[config.mk]
export PLATFORM = sky130hd
export DESIGN_NAME = dbc_ctrl
export DESIGN_NICKNAME = d
export VERILOG_FILES = /design/src/rtl/dbc_pkg.sv /design/src/rtl/dbc_bank_map.sv /design/src/rtl/dbc_scope.sv /design/src/rtl/dbc_guard.sv /design/src/rtl/dbc_bank_state.sv /design/src/rtl/dbc_ctrl.sv
export SDC_FILE = /design/constraint.sdc
export NUM_CORES = 1
export LEC_CHECK = 0
export ABC_AREA = 1
export BUFFER_PORTS_ARGS = -buffer_cell sky130_fd_sc_hd__buf_2
export CAP_MARGIN = 30
export CORE_UTILIZATION = 41
export CTS_CLUSTER_DIAMETER = 200
export DETAILED_ROUTE_END_ITERATION = 12
export GPL_ROUTABILITY_DRIVEN = 0
export HOLD_SLACK_MARGIN = 0.06
export PLACE_DENSITY = 0.83
export SLEW_MARGIN = 20
export SYNTH_ARGS = -nofsm -noshare
export SYNTH_HDL_FRONTEND = slang
export SYNTH_SLANG_ARGS = --single-unit
[constraint.sdc]
create_clock -name clk -period 1.7 [get_ports clk]
set_clock_uncertainty 0.2 [all_clocks]
set_input_delay 0.17 -clock clk [delete_from_list [all_inputs] [get_ports clk]]
set_output_delay 0.17 -clock clk [all_outputs]
set_load 0.1 [all_outputs]
[src/rtl/dbc_pkg.sv]
// Shared types for the dual-bank concurrency controller.
// Assumes a two-bit operation code driven by the command decoder.
package dbc_pkg;

    typedef enum logic [1:0] {
        OP_PROG  = 2'd0,
        OP_SECT  = 2'd1,
        OP_BLK   = 2'd2,
        OP_CHIP  = 2'd3
    } dbc_op_e;

    localparam int NBANK = 2;

endpackage

[src/rtl/dbc_bank_map.sv]
// Maps the two top address bits to a bank index.
// Bank 0 is the small quarter-size bank, bank 1 the large one.
// Assumes the small bank is exactly one quarter of the address space.
module dbc_bank_map #(
    parameter bit SMALL_TOP = 1'b0
) (
    input  logic [1:0] top_bits,
    output logic       bank
);

    generate
        if (SMALL_TOP) begin : g_top
            // Small bank occupies the highest quarter.
            always_comb bank = (top_bits == 2'b11) ? 1'b0 : 1'b1;
        end else begin : g_bottom
            // Small bank occupies the lowest quarter.
            always_comb bank = (top_bits == 2'b00) ? 1'b0 : 1'b1;
        end
    endgenerate

endmodule

[src/rtl/dbc_scope.sv]
// Derives the address range an operation covers from its latched address.
// Assumes sector and block sizes are powers of two and aligned.
module dbc_scope
    import dbc_pkg::*;
#(
    parameter int ADDR_W = 21,
    parameter int SECT_W = 11,
    parameter int BLK_W  = 15
) (
    input  dbc_op_e           op,
    input  logic [ADDR_W-1:0] addr,
    output logic [ADDR_W-1:0] first,
    output logic [ADDR_W-1:0] last
);

    localparam logic [ADDR_W-1:0] SECT_MASK = {{(ADDR_W-SECT_W){1'b0}}, {SECT_W{1'b1}}};
    localparam logic [ADDR_W-1:0] BLK_MASK  = {{(ADDR_W-BLK_W){1'b0}}, {BLK_W{1'b1}}};

    // Select the span mask for the operation and apply it.
    always_comb begin
        unique case (op)
            OP_PROG: begin first = addr;              last = addr;             end
            OP_SECT: begin first = addr & ~SECT_MASK; last = addr | SECT_MASK; end
            OP_BLK:  begin first = addr & ~BLK_MASK;  last = addr | BLK_MASK;  end
            default: begin first = '0;                last = '1;               end
        endcase
    end

    // every derived range is ordered.
    always_comb begin
        a_r7_scope_ordered: assert (first <= last);
    end

endmodule

[src/rtl/dbc_guard.sv]
// Flags a range that overlaps the write-protected region while protect is active.
// Assumes the guarded region sits at the outer end of the small bank.
module dbc_guard #(
    parameter int ADDR_W    = 21,
    parameter int WP_W      = 13,
    parameter bit SMALL_TOP = 1'b0
) (
    input  logic [ADDR_W-1:0] first,
    input  logic [ADDR_W-1:0] last,
    input  logic              wp_n,
    output logic              hit
);

    localparam logic [ADDR_W-1:0] WP_MASK = {{(ADDR_W-WP_W){1'b0}}, {WP_W{1'b1}}};

    logic overlap;

    generate
        if (SMALL_TOP) begin : g_top
            // Region is the top WP_MASK+1 words; overlap if range reaches it.
            always_comb overlap = (last >= ~WP_MASK);
        end else begin : g_bottom
            // Region is the bottom WP_MASK+1 words; overlap if range starts in it.
            always_comb overlap = (first <= WP_MASK);
        end
    endgenerate

    // Protection only matters while the input is driven low.
    always_comb hit = overlap && !wp_n;

endmodule

[src/rtl/dbc_bank_state.sv]
// Per-bank busy flag, polling bit and toggle bit.
// Assumes set and clear come from the top and set only arrives while idle.
module dbc_bank_state #(
    parameter int DATA_W = 16
) (
    input  logic              clk,
    input  logic              rst_n,
    input  logic              set,
    input  logic              clr,
    input  logic              is_prog,
    input  logic              dq7_in,
    input  logic              stat_rd,
    output logic              busy,
    output logic [DATA_W-1:0] status
);

    logic prog_q;
    logic poll_q;
    logic tog_q;

    // Track busy state and latch status bits at start.
    always_ff @(posedge clk) begin
        if (!rst_n) begin
            busy   <= 1'b0;
            prog_q <= 1'b0;
            poll_q <= 1'b0;
            tog_q  <= 1'b0;
        end else if (set) begin
            busy   <= 1'b1;
            prog_q <= is_prog;
            poll_q <= ~dq7_in;
            tog_q  <= 1'b0;
        end else if (clr) begin
            busy   <= 1'b0;
        end else if (stat_rd && busy) begin
            tog_q  <= ~tog_q;
        end
    end

    // Assemble the status word: polling bit 7, toggle bit 6.
    always_comb begin
        status    = '0;
        status[7] = busy && prog_q && poll_q;
        status[6] = busy && tog_q;
    end

    // consecutive status reads see alternating toggle values.
    a_r4_toggle_alternates: assert property (@(posedge clk) disable iff (!rst_n)
        (busy && stat_rd && !set && !clr) |=> (status[6] != $past(status[6])));

    // a completion clears the bank.
    a_r8_clear_idles: assert property (@(posedge clk) disable iff (!rst_n)
        (clr && !set) |=> !busy);

endmodule

[src/rtl/dbc_ctrl.sv]
// Dual-bank concurrency and status controller.
// Accepts one program or erase at a time, routes reads to array data or
// per-bank status, applies write protection and drives ready/busy.
// Assumes the timer model pulses op_done once per accepted operation.
module dbc_ctrl
    import dbc_pkg::*;
#(
    parameter int ADDR_W    = 21,
    parameter int DATA_W    = 16,
    parameter int SECT_W    = 11,
    parameter int BLK_W     = 15,
    parameter int WP_W      = 13,
    parameter bit SMALL_TOP = 1'b0
) (
    input  logic              clk,
    input  logic              rst_n,
    input  logic              req_valid,
    input  logic [1:0]        req_op,
    input  logic [ADDR_W-1:0] req_addr,
    input  logic              req_dq7,
    input  logic              op_done,
    input  logic              wp_n,
    input  logic              rd_en,
    input  logic [ADDR_W-1:0] rd_addr,
    input  logic [DATA_W-1:0] arr_data,
    output logic [DATA_W-1:0] rd_data,
    output logic              rd_is_status,
    output logic [1:0]        bank_busy,
    output logic              ry_by_n,
    output logic              op_start,
    output logic [ADDR_W-1:0] scope_first,
    output logic [ADDR_W-1:0] scope_last
);

    localparam logic [ADDR_W-1:0] ALL_ONES = '1;

    dbc_op_e           op;
    logic              req_bank;
    logic              rd_bank;
    logic [ADDR_W-1:0] nx_first;
    logic [ADDR_W-1:0] nx_last;
    logic              prot_hit;
    logic              any_busy;
    logic              accept;
    logic [1:0]        set_vec;
    logic [1:0]        stat_rd;
    logic [DATA_W-1:0] bank_status [NBANK];

    // Cast the raw operation code to the shared type.
    always_comb op = dbc_op_e'(req_op);

    dbc_bank_map #(.SMALL_TOP(SMALL_TOP)) u_req_map (
        .top_bits (req_addr[ADDR_W-1:ADDR_W-2]),
        .bank     (req_bank)
    );

    dbc_bank_map #(.SMALL_TOP(SMALL_TOP)) u_rd_map (
        .top_bits (rd_addr[ADDR_W-1:ADDR_W-2]),
        .bank     (rd_bank)
    );

    dbc_scope #(.ADDR_W(ADDR_W), .SECT_W(SECT_W), .BLK_W(BLK_W)) u_scope (
        .op    (op),
        .addr  (req_addr),
        .first (nx_first),
        .last  (nx_last)
    );

    dbc_guard #(.ADDR_W(ADDR_W), .WP_W(WP_W), .SMALL_TOP(SMALL_TOP)) u_guard (
        .first (nx_first),
        .last  (nx_last),
        .wp_n  (wp_n),
        .hit   (prot_hit)
    );

    // Decide acceptance and which banks an accepted request occupies.
    always_comb begin
        any_busy = |bank_busy;
        accept   = req_valid && !any_busy && !prot_hit;
        if (op == OP_CHIP) set_vec = 2'b11;
        else               set_vec = req_bank ? 2'b10 : 2'b01;
    end

    // Register the start pulse and the operation range.
    always_ff @(posedge clk) begin
        if (!rst_n) begin
            op_start    <= 1'b0;
            scope_first <= '0;
            scope_last  <= '0;
        end else begin
            op_start <= accept;
            if (accept) begin
                scope_first <= nx_first;
                scope_last  <= nx_last;
            end
        end
    end

    generate
        for (genvar b = 0; b < NBANK; b++) begin : g_bank
            // Status reads count only against the addressed busy bank.
            always_comb stat_rd[b] = rd_en && (rd_bank == b[0]) && bank_busy[b];

            dbc_bank_state #(.DATA_W(DATA_W)) u_state (
                .clk     (clk),
                .rst_n   (rst_n),
                .set     (accept && set_vec[b]),
                .clr     (op_done),
                .is_prog (op == OP_PROG),
                .dq7_in  (req_dq7),
                .stat_rd (stat_rd[b]),
                .busy    (bank_busy[b]),
                .status  (bank_status[b])
            );
        end
    endgenerate

    // Route a read to status or array data; drive ready/busy.
    always_comb begin
        rd_is_status = rd_en && bank_busy[rd_bank];
        rd_data      = rd_is_status ? bank_status[rd_bank] : arr_data;
        ry_by_n      = ~any_busy;
    end

    // a start pulse always coincides with a busy bank.
    a_r2_start_has_busy: assert property (@(posedge clk) disable iff (!rst_n)
        op_start |-> (bank_busy != 2'b00));

    // a request during a busy period never starts.
    a_r5_busy_blocks_start: assert property (@(posedge clk) disable iff (!rst_n)
        (req_valid && any_busy) |=> !op_start);

    // a protected request never starts.
    a_r6_protect_blocks: assert property (@(posedge clk) disable iff (!rst_n)
        (req_valid && prot_hit) |=> !op_start);

    // a full-range start occupies both banks.
    a_r9_chip_both_busy: assert property (@(posedge clk) disable iff (!rst_n)
        (op_start && scope_first == '0 && scope_last == ALL_ONES) |-> (bank_busy == 2'b11));

    // completion empties every bank.
    a_r8_done_empties: assert property (@(posedge clk) disable iff (!rst_n)
        (op_done && !accept) |=> (bank_busy == 2'b00));

endmodule

==> results.sh <==
export IMPL_outcome="complete, but fails checks"
export IMPL_failed_checks="setup timing"
export IMPL_synth_cell_types=28
export IMPL_core_area_mm2=0.00603
export IMPL_antenna_found_initial=0
export IMPL_grt_pass1_wl_um=12800
export IMPL_hp_class="input pin to flip-flop"
export IMPL_io_pins=130
export IMPL_async_flop_share=0
export IMPL_dieArea_mm2=0.00670
export IMPL_ant_nets=0
export IMPL_clk_pin_slew_ps=100
export IMPL_maxCapViolations=0
export IMPL_clock_latency_ps=310
export IMPL_end_kind="primary output"
export IMPL_tightestPinTransition_ps=526
export IMPL_die_width_um=81.9
export IMPL_fin_nets=642
export IMPL_grt_util_all_layers=0.252
export IMPL_grt_pass1_vias=2859
export IMPL_timing_hold_violations_final=0
export IMPL_yosys_most_used_dff="dfxtp_1"
export IMPL_synth_top_area_frac=0.390
export IMPL_post_place_ws_ps=-404
export IMPL_antenna_cells=0
export IMPL_max_clock_freq_mhz=539
export IMPL_htree_levels=2
export IMPL_numCtsBuffers=5
export IMPL_p_per_area_mw_per_mm2=926
export IMPL_utilization=0.779
export IMPL_wl_per_cell_um=16.0
export IMPL_synth_edff_count=0
export IMPL_layout_drive_gt1_share=0.436
export IMPL_max_slew_margin=0.652
export IMPL_ys_ff_latch=51
export IMPL_p_leak_nw=2.43
export IMPL_final_setup_viol_count=62
export IMPL_period_needed_ps=1860
export IMPL_criticalPathCategory="flip-flop to primary output"
export IMPL_clockBufferDepth=2
export IMPL_hpwl_um=5420
export IMPL_drt_first_pass_iters=4
export IMPL_arrival_ps=1490
export IMPL_synth_area_top_cells="dfxtp_1 (39%), nand2_1 (12%), nor2_1 (9.9%), inv_1 (8.0%), nand3_1 (5.7%)"
export IMPL_rsz0062_at_grt="true"
export IMPL_syn_avg_cell_area_um2=6.73
export IMPL_grt_overflow=0
export IMPL_cts_sinks=51
export IMPL_synthCells=389
export IMPL_yosysMostFrequentCell="nand2_1"
export IMPL_wl_um=10300
export IMPL_drc=0
export IMPL_root_buffer="clkbuf_8"
export IMPL_cts_tree="done"
export IMPL_viasPerCell=5.21
export IMPL_min_period_over_period=1.09
export IMPL_rows=28
export IMPL_critPathMaxFanout=3
export IMPL_p_total_mw=4.34
export IMPL_rrSetupSlack_ps=-80
export IMPL_die_h_um=81.9
export IMPL_report_final_slew_viol_count=0
export IMPL_start_util=0.434
export IMPL_hold_ws_ps=96.1
export IMPL_port_buffers=110
export IMPL_grt_start_max_net_pins=26
export IMPL_yosys_area_top_type="dfxtp_1"
export IMPL_syn_nets=461
export IMPL_required_ps=1330
export IMPL_synthTopCellsByCount="nand2_1 (82), nor2_1 (69), inv_1 (56)"
export IMPL_worst_slack_ps=-156
export IMPL_power_ir_vdd_worst_mv=0.701
export IMPL_ys_seq_area_frac=0.390
export IMPL_drtIter0Drc=207
export IMPL_synth_warnings=0
export IMPL_netlist_area_mm2=0.00262
export IMPL_routed_via_count=3364
export IMPL_startpoint_type="flip-flop"
export IMPL_area_growth_pct=79.4
[repair_timing]
action | CTS | global route
cloned | 2 | 7
endpoints found under the hold margin | 30 | 0
pin swaps | 3 | 18
endpoints found under the setup margin | 60 | 68
resized for setup | 36 | 57
hold buffers | 18 | 0
buffers inserted | 10 | 16
[metrics by stage]
| step | std cells | cell area [um2] | setup TNS [ps] |
|---|---|---|---|
| 2_1_floorplan | 389 | 2800 | -1640 |
| 3_5_place_dp | 587 | 3750 | -17730 |
| 6_report | 646 | 4690 | -4360 |
| 3_3_place_gp | 587 | 3750 | -15350 |
| 5_1_grt | 646 | 4690 | -7120 |
| 4_1_cts | 624 | 4260 | -1690 |
[registers in the layout (all words and copies together), names as in the netlist]
name	count
g_bank.u_state.prog_q	2
scope_last	21
scope_first	21
op_start	1
g_bank.u_state.tog_q	2
g_bank.u_state.busy	2
g_bank.u_state.poll_q	2
[path summary, 6_finish.rpt]
| check | startpoint | endpoint | cells after the start |
|---|---|---|---|
| worst max-delay path | g_bank[1].u_state.busy | rd_data[7] | 6 |
| worst min-delay path | rd_en | g_bank[0].u_state.tog_q | 5 |
| worst max register to register | g_bank[1].u_state.busy | scope_last[2] | 8 |
| worst min register to register | scope_last[1] | scope_last[1] | 2 |
[routing by layer]
metal | wire length (um) | part of all wire | up-vias | GRT usage
li1 | - | - | 1568 | -
met1 | 3630 | 0.35 | 1559 | 0.281
met2 | 5350 | 0.52 | 194 | 0.464
met3 | 915 | 0.089 | 43 | 0.0589
met4 | 424 | 0.041 | 0 | 0.0860
met5 | 0 | 0 | - | 0
[final cells by class]
| cell class | instances | area (um2) |
|---|---|---|
| timing repair buffer | 186 | 1610 |
| multi-input combinational | 265 | 1570 |
| fill | 370 | 1330 |
| sequential | 51 | 1030 |
| inverter | 58 | 263 |
| tap | 75 | 93.8 |
| clock buffer | 5 | 68.8 |
| timing repair inverter | 3 | 38.8 |
| clock inverter | 3 | 22.5 |
[logic make-up (layout without fill, tap and decap cells)]
| kind of cell | count (synthesis) | after routing | share of synthesized area |
|---|---|---|---|
| XOR/XNOR | 2 | 2 | 0.00670 |
| AO/OA/AOI/OAI | 42 | 42 | 0.0818 |
| AND/OR/NAND/NOR | 212 | 216 | 0.362 |
| flip-flops | 51 | 51 | 0.390 |
| buffers and inverters | 77 | 255 | 0.136 |
| adder cells (fa/ha/maj) | 5 | 5 | 0.0239 |
[worst max-delay path, stage by stage, from the launching register on]
cell,delay (ps)
dfxtp_4,380
nand2_4,60
a21boi_4,210
buf_6,140
nor2_2,40
a31oi_4,160
buf_12,190
[placed cells by master, fill, tap and decap left out, types with 3 or more instances in the layout]
master / count
dlygate4sd3_1: 18
o21ai_1: 7
nor2_2: 17
buf_4: 37
dfxtp_1: 49
buf_12: 24
inv_1: 52
nand4_1: 9
buf_2: 90
nand3b_1: 4
nand3_1: 26
nor2_1: 48
nor2_4: 18
nand2_8: 3
a21oi_1: 11
nand2_1: 78
nand2_2: 3
o21ai_0: 16
nand2_4: 4
clkbuf_8: 5
nand3_2: 3
buf_8: 4
buf_6: 11
o21ai_2: 5
[report_power, final]
part           internal (mW)  switching [mW]
logic                  0.641            1.59
registers               1.31          0.0720
clock network          0.299           0.433
total                   2.25            2.10
Power figures use the tool's default switching activity.
